**src/rtl/seq_pkg.sv**
```systemverilog
package seq_pkg;
  typedef enum logic [1:0] {
    PH_FETCH = 2'd0,
    PH_CONST = 2'd1,
    PH_EXEC  = 2'd2,
    PH_TRAP  = 2'd3
  } phase_t;

  typedef enum logic [1:0] {
    WB_PC   = 2'd0,
    WB_ALU  = 2'd1,
    WB_MEM  = 2'd2,
    WB_NONE = 2'd3
  } wb_t;

  localparam logic [2:0] OP_BZ   = 3'd0;
  localparam logic [2:0] OP_BNZ  = 3'd1;
  localparam logic [2:0] OP_JOFS = 3'd2;
  localparam logic [2:0] OP_JREG = 3'd3;
  localparam logic [2:0] OP_LDA  = 3'd4;
  localparam logic [2:0] OP_LDP  = 3'd5;
  localparam logic [2:0] OP_STA  = 3'd6;

  typedef struct packed {
    logic is_alu;
    logic is_bz;
    logic is_bnz;
    logic is_jofs;
    logic is_jreg;
    logic is_lda;
    logic is_ldp;
    logic is_sta;
    logic wr_reg;
    wb_t  wb;
  } dec_t;
endpackage

```
**src/rtl/seq_decode.sv**
```systemverilog
module seq_decode
  import seq_pkg::*;
(
  input  logic       grp,
  input  logic [2:0] code,
  output dec_t       d
);
  logic [7:0] hit;

  for (genvar i = 0; i < 8; i++) begin : g_hit
    assign hit[i] = grp && (code == 3'(i));
  end

  always_comb begin
    d.is_alu  = !grp;
    d.is_bz   = hit[OP_BZ];
    d.is_bnz  = hit[OP_BNZ];
    d.is_jofs = hit[OP_JOFS];
    d.is_jreg = hit[OP_JREG];
    d.is_lda  = hit[OP_LDA];
    d.is_ldp  = hit[OP_LDP];
    d.is_sta  = hit[OP_STA];
    d.wr_reg  = !grp || !(hit[OP_STA] || hit[7]);
    if (!grp)                    d.wb = WB_ALU;
    else if (d.is_lda || d.is_ldp) d.wb = WB_MEM;
    else if (d.wr_reg)           d.wb = WB_PC;
    else                         d.wb = WB_NONE;
  end
endmodule

```
**src/rtl/seq_target.sv**
```systemverilog
module seq_target
  import seq_pkg::*;
#(
  parameter int DW = 16
) (
  input  dec_t          d,
  input  logic [DW-1:0] pc,
  input  logic [DW-1:0] konst,
  input  logic [DW-1:0] ra_data,
  output logic [DW-1:0] next_pc,
  output logic [DW-1:0] data_addr
);
  logic [DW-1:0] ra_plus_k;
  logic [DW-1:0] pc_plus_k;
  logic          ra_zero;

  assign ra_plus_k = ra_data + konst;
  assign pc_plus_k = pc + konst;
  assign ra_zero   = (ra_data == '0);

  always_comb begin
    next_pc = pc;
    if ((d.is_bz && ra_zero) || (d.is_bnz && !ra_zero)) next_pc = pc_plus_k;
    else if (d.is_jofs)                                  next_pc = ra_plus_k;
    else if (d.is_jreg)                                  next_pc = ra_data;
  end

  assign data_addr = d.is_ldp ? pc_plus_k : ra_plus_k;
endmodule

```
**src/rtl/multiphase_seq.sv**
```systemverilog
module multiphase_seq
  import seq_pkg::*;
#(
  parameter int            DW       = 16,
  parameter int            RIW      = 3,
  parameter int            TRAP_REG = 6,
  parameter logic [DW-1:0] VECTOR   = 'h8
) (
  input  logic           clk,
  input  logic           rst_n,
  input  logic           io_hold,
  input  logic           irq_req,
  output logic [DW-1:0]  mem_addr,
  input  logic [DW-1:0]  mem_rdata,
  output logic           mem_we,
  input  logic [DW-1:0]  ra_data,
  output logic [DW-3*RIW-3:0] alu_fn,
  output logic           bsel,
  output logic [RIW-1:0] ra_idx,
  output logic [RIW-1:0] rb_idx,
  output logic [RIW-1:0] wr_idx,
  output logic [1:0]     wb_sel,
  output logic           reg_we,
  output logic [DW-1:0]  const_o,
  output logic [DW-1:0]  pc_o,
  output logic [1:0]     phase_o,
  output logic           in_service
);
  localparam int RC_LO   = 0;
  localparam int RB_LO   = RIW;
  localparam int RA_LO   = 2 * RIW;
  localparam int GRP_BIT = 3 * RIW;
  localparam int CF_BIT  = 3 * RIW + 1;
  localparam int FN_LO   = 3 * RIW + 2;
  localparam logic [RIW-1:0] TRAP_IDX = RIW'(TRAP_REG);

  phase_t        ph;
  logic [DW-1:0] pc, ir, kreg;
  logic          iflag;
  dec_t          d;
  logic [DW-1:0] pc_exec, daddr;
  logic          take_irq, ends_isr, in_exec, in_trap;

  seq_decode u_dec (
    .grp  (ir[GRP_BIT]),
    .code (ir[FN_LO +: 3]),
    .d    (d)
  );

  seq_target #(.DW(DW)) u_tgt (
    .d         (d),
    .pc        (pc),
    .konst     (kreg),
    .ra_data   (ra_data),
    .next_pc   (pc_exec),
    .data_addr (daddr)
  );

  assign take_irq = irq_req && !iflag;
  assign ends_isr = d.is_jreg && (ir[RA_LO +: RIW] == TRAP_IDX);
  assign in_exec  = (ph == PH_EXEC);
  assign in_trap  = (ph == PH_TRAP);

  always_ff @(posedge clk or negedge rst_n) begin
    if (!rst_n) begin
      ph    <= PH_FETCH;
      pc    <= '0;
      ir    <= '0;
      kreg  <= '0;
      iflag <= 1'b0;
    end else if (!io_hold) begin
      unique case (ph)
        PH_FETCH: begin
          ir <= mem_rdata;
          pc <= pc + 1'b1;
          ph <= mem_rdata[CF_BIT] ? PH_CONST : PH_EXEC;
        end
        PH_CONST: begin
          kreg <= mem_rdata;
          pc   <= pc + 1'b1;
          ph   <= PH_EXEC;
        end
        PH_EXEC: begin
          pc <= pc_exec;
          if (ends_isr) iflag <= 1'b0;
          ph <= take_irq ? PH_TRAP : PH_FETCH;
        end
        PH_TRAP: begin
          pc    <= VECTOR;
          iflag <= 1'b1;
          ph    <= PH_FETCH;
        end
        default: ph <= PH_FETCH;
      endcase
    end
  end

  assign mem_addr   = (in_exec && (d.is_lda || d.is_ldp || d.is_sta)) ? daddr : pc;
  assign mem_we     = in_exec && d.is_sta && !io_hold;
  assign reg_we     = !io_hold && ((in_exec && d.wr_reg) || in_trap);
  assign wr_idx     = in_trap ? TRAP_IDX : ir[RC_LO +: RIW];
  assign wb_sel     = in_trap ? WB_PC : d.wb;
  assign ra_idx     = ir[RA_LO +: RIW];
  assign rb_idx     = d.is_sta ? ir[RC_LO +: RIW] : ir[RB_LO +: RIW];
  assign bsel       = ir[CF_BIT];
  assign alu_fn     = ir[DW-1:FN_LO];
  assign const_o    = kreg;
  assign pc_o       = pc;
  assign phase_o    = ph;
  assign in_service = iflag;
endmodule

```
**config.mk**
```make
export PLATFORM = sky130hd
export DESIGN_NAME = multiphase_seq
export DESIGN_NICKNAME = d
export VERILOG_FILES = /design/src/rtl/seq_pkg.sv /design/src/rtl/seq_decode.sv /design/src/rtl/seq_target.sv /design/src/rtl/multiphase_seq.sv
export SDC_FILE = /design/constraint.sdc
export NUM_CORES = 1
export LEC_CHECK = 0
export BUFFER_PORTS_ARGS = -buffer_cell sky130_fd_sc_hd__buf_2
export CAP_MARGIN = 10
export CORE_MARGIN = 3
export CORE_UTILIZATION = 50
export DETAILED_ROUTE_END_ITERATION = 8
export PLACE_DENSITY_LB_ADDON = 0.3
export SLEW_MARGIN = 20
export SYNTH_ARGS = -nofsm -noshare
export SYNTH_HDL_FRONTEND = slang
export SYNTH_SLANG_ARGS = --single-unit
```
**constraint.sdc**
```tcl
create_clock -name clk -period 4.6 [get_ports clk]
set_clock_uncertainty 0.2 [all_clocks]
set_input_delay 0.46 -clock clk [delete_from_list [all_inputs] [get_ports clk]]
set_output_delay 0.46 -clock clk [all_outputs]
set_load 0.01 [all_outputs]
```
# Word-level counts from Yosys, hierarchy flattened
# Index checks and enable logic that the tools add are counted.
# word_totals
ff_bits,51
in_bits,36
out_inout_bits,70
wordCells,76
# op_classes
addsub,3
n_eq_ne,13
muxes,17
n_bitwise,1
reduce_logical,37
# ops
cell,count
$mux 16,5
$pmux 16 s3,1
$add 16x16->16,2
$logic_and 1x1->1,17
$add 16x1->16 const B,1
$logic_not 16->1,1
$eq 3x3->1 const B,5
$mux 2,6
$pmux 2 s4,1
$eq 3x2->1 const B,2
$logic_or 1x1->1,6
$mux 3,2
$reduce_and 2->1,3
$logic_not 1->1,5
$eq 2x2->1 const B,2
$ne 4x3->1 const B,1
$eq 3x1->1 const B,1
$logic_not 3->1,1
$reduce_and 3->1,1
$eq 2x1->1 const B,1
$logic_not 2->1,1
$ne 2x2->1 const B,1
$pmux 1 s2,1
$reduce_bool 2->1,1
other kinds (3),3

# Depth between registers and ports, before layout
# depth
ltp_word,9
ltp_mapped,10

# Cells and area by module
# From an unflattened synthesis, not the netlist that was laid out.
# unflattened
cells_unflattened,573
hier_area_um2,5228.8
# by_module_without_submodules
mod,n_inst,cells_per_inst,area_per_inst_um2,seq_area_each_um2
multiphase_seq,1,258,2934.1,1276.2
seq_target,1,303,2188.3,0.0
seq_decode,1,12,106.4,0.0

# Least setup slack after synthesis
# OpenSTA, ideal clock, no wires.
# synth_timing
path_kind,register to output
from,register pc[0] (netlist: pc_o[0])
to,output port mem_addr[14]
arrival_time_ns,2.691
setup_slack_ns,1.249
path_stages_with_launch,11
cell_sequence,dfrtp_1 -> ha_1 -> fa_1 -> a21oi_1 -> o21ai_0 -> a32o_1 -> o41ai_1 -> o21ai_0 -> xor2_1 -> mux2i_1 -> o21ai_0
# synth_between
elab_chain_cells,3
# synth_rtl
item,line,source
from (decl),multiphase_seq.sv:38,"logic [DW-1:0] pc, ir, kreg;"
from (signal assigned),multiphase_seq.sv:75,pc <= pc + 1'b1;
from (signal assigned),multiphase_seq.sv:80,pc <= pc + 1'b1;
from (signal assigned),multiphase_seq.sv:84,pc <= pc_exec;
$add 16x16->16,seq_target.sv:18,assign pc_plus_k = pc + konst;
$mux 16,seq_target.sv:28,assign data_addr = d.is_ldp ? pc_plus_k : ra_plus_k;
$mux 16,multiphase_seq.sv:98,assign mem_addr = (in_exec && (d.is_lda || d.is_ldp || d.is_sta)) ? daddr : pc;
to (decl),multiphase_seq.sv:13,"output logic [DW-1:0] mem_addr,"
# No other way between the ends.

# Final worst setup path
# Ends and elaborated chain as after synthesis.

==> metrics.txt <==
post-place setup slack=roughly 1.0 ns; # resized after CTS=0; Worst Path Max Fanout=7; MaxCap Viol Count=0; worst path cell trace=ha_1 -> fa_1 -> a21oi_1 -> o21ai_0 -> a32o_1 -> o41ai_1 -> o21ai_0 -> xor2_1 -> mux2i_1 -> o21ai_0 -> buf_2; GRT Util Overall=between 20% and 30%; Post-CTS Setup Bufs=0; Core ar.=a little under 0.009 mm²; worst r2r dst=pc_o[14]$_DFFE_PN0P_; EDFF count, synth=0; drt via density=between 6 and 7; YS warnings=0; CP arrival=between 3 and 4 ns; total CTS buffers=5; Filler cells=between 800 and 900; clock sink count=51; CP max-delay cell=dfrtp_1; delay-heaviest family, CP=compound AO/OA/AOI/OAI gates; Max-slew headroom=a little under two fifths; Final min period=a little under 4 ns; fraction of layout cells with a size suffix above 1=between 20% and 30%; pin count of the biggest net entering global routing=52; first-pass GRT wire length=roughly 22 mm; Min-Delay Path Class=in2async; Skew-Pair Late Insertion Delay=a little over 0.3 ns; Worst-path clk slew=roughly 0.11 ns; die width=102 µm; vias in the first global route=4328; Post-DP Area=between 0.005 and 0.006 mm²; worst path bufs/invs=1; Critical Path Sink=mem_addr[14]; Netlist Area Pre-Place=0.00458 mm²; IO Pins=106; RSZ-0062 raised after global routing=false; PwrDens=between 800 and 900 mW/mm²; drt total wl=13.9 mm; Final Hold Viols=0; VDD IR-drop max=~0.00035 V; routed vias=4527; fin area=~0.0053 mm²; most used cell, CP=o21ai_0; # hold bufs at CTS=0; initial antenna violation count=0; Worst R2R Setup Slack=about 1.4 ns; final setup margin=between 0.6 and 0.7 ns; top cell type's share of synthesized area=27.9%; GRT overflow=0; post-synth net total=about 600; smallest hold slack=between 0.05 and 0.06 ns; FP Rows=34; Critical Path End Type=output port; startpoint types=flop; CP max stage delay=around 0.47 ns; Mean Syn Cell Area=roughly 8.5 µm²; Clk Tree Root Cell=clkbuf_8; height of the chip=102 µm; DRC=0; fin cells=733; n_diodes=0; Die Area=around 0.010 mm²; Final Setup Violations=0; TNS Setup=0 ns; Area Growth Syn to Fin=15.0%; Pre-antenna DRT Iters=5; Post-Synthesis Cells=540; Yosys cell types=65; worst r2r src=pc_o[0]$_DFFE_PN0P_; routed len/inst=19.0 µm; Detailed Route Iter0 Violations=between 200 and 250; Slew @ Worst Pin=0.937 ns; routability cong.=1.01; Synth Register Bits=about 50; hpwl dp=10.7 mm; Worst EP required=between 3 and 4 ns; FMAX=0.253 GHz; Starting Density=between 50 and 60%; Synth area leader=dfrtp_1; CTS max path bufs=2; remaining antenna violation count after routing=0; fin nets=slightly below 700; port bufs=105; CTS tree=done; register area share after synthesis=roughly 28%; outcome=finished, final reports clean; fin crit share=between 80 and 90%; Slew Viols, Final=0; CP Class=reg2out; ys async rst share=100%; largest cells by area after synthesis=dfrtp_1, mux2_2, ha_1; Pleak=0.00244 µW; # H-tree levels=2; placed insts=roughly 730; Top FF cell, synth=dfrtp_1; WP depth=11; Worst Setup SP=pc_o[0]$_DFFE_PN0P_; r2r worst-path depth=10
[registers in the layout (all words and copies together), names as in the netlist]
name / count
const_o: 16
ir: 16
pc_o: 16
phase_o: 2
in_service: 1
[worst min path at each step]
| stage | from | end | slack [ns] | cells after the start |
|---|---|---|---|---|
| after global routing | rst_n | pc_o[4]$_DFFE_PN0P_ | 0.1 | 2 |
| after detailed placement | ir[15]$_DFFE_PN0P_ | ir[15]$_DFFE_PN0P_ | 0.30 | 1 |
| after CTS | rst_n | pc_o[8]$_DFFE_PN0P_ | 0.08 | 2 |
| after floorplan | rst_n | const_o[0]$_DFFE_PN0P_ | -0.04 | 0 |
| final | rst_n | pc_o[14]$_DFFE_PN0P_ | 0.05 | 2 |
| after global placement | ir[5]$_DFFE_PN0P_ | ir[5]$_DFFE_PN0P_ | 0.28 | 1 |
[cells by family (layout without fill, tap and decap cells)]
family | Yosys count | count (layout) | share of synthesized area (%)
xor gates and xnor gates | 31 | 31 | 5.93
DFF | 51 | 51 | 27.9
adders and majority gates | 33 | 33 | 9.34
buffers and inverters | 44 | 129 | 4.40
and+or+nand+nor | 165 | 165 | 17.6
muxes | 52 | 52 | 12.4
AOI/OAI and AO/OA | 164 | 164 | 22.5
[power by group]
group,switching (µW),internal (µW)
registers,356,663
clock network,171,180
logic,1680,1260
total,2200,2110
[cell usage after synthesis, drive strengths merged, types with 14 or more instances]
master,n
a21oi,55
buf,15
clkbuf,21
dfrtp,51
ha,31
mux2,38
mux2i,14
nand2,56
nor2,38
nor3,15
o21ai,44
xnor2,16
xor2,15
[layout by cell type (no fill, tap or decap), types with 15 or more instances in the layout]
| master | synthesis | final |
|---|---|---|
| buf_2 | 5 | 105 |
| o21ai_0 | 43 | 43 |
| mux2_2 | 38 | 38 |
| xor2_1 | 15 | 15 |
| xnor2_1 | 16 | 16 |
| ha_1 | 31 | 31 |
| nor2_1 | 38 | 38 |
| dfrtp_1 | 51 | 51 |
| a21oi_1 | 54 | 54 |
| nand2_1 | 56 | 56 |
[through the flow]
step	total power [µW]	utilization [%]
floorplan	3060	-
global placement	3850	58.4
detailed placement	3910	58.4
CTS	4270	59.8
global route	4690	59.8
finish	4310	59.8
[final cells by class]
| class | count | area [µm²] | area share (%) |
|---|---|---|---|
| well taps | 108 | 135 | 2.57 |
| multi-input cells | 445 | 3120 | 59.2 |
| repair buffers | 113 | 586 | 11.1 |
| flip-flops and latches | 51 | 1280 | 24.2 |
| inverters | 8 | 30.0 | 0.570 |
| clock buffers | 6 | 82.6 | 1.57 |
| clock inverters | 2 | 38.8 | 0.736 |
[layer usage]
| layer | global-route usage [%] | wire, µm |
|---|---|---|
| met4 | 6.13 | 215 |
| met1 | 39.5 | 6250 |
| met2 | 43.4 | 6370 |
| met5 | 0 | 0 |
| met3 | 4.48 | 1060 |
(Power assumes the default switching activity.)
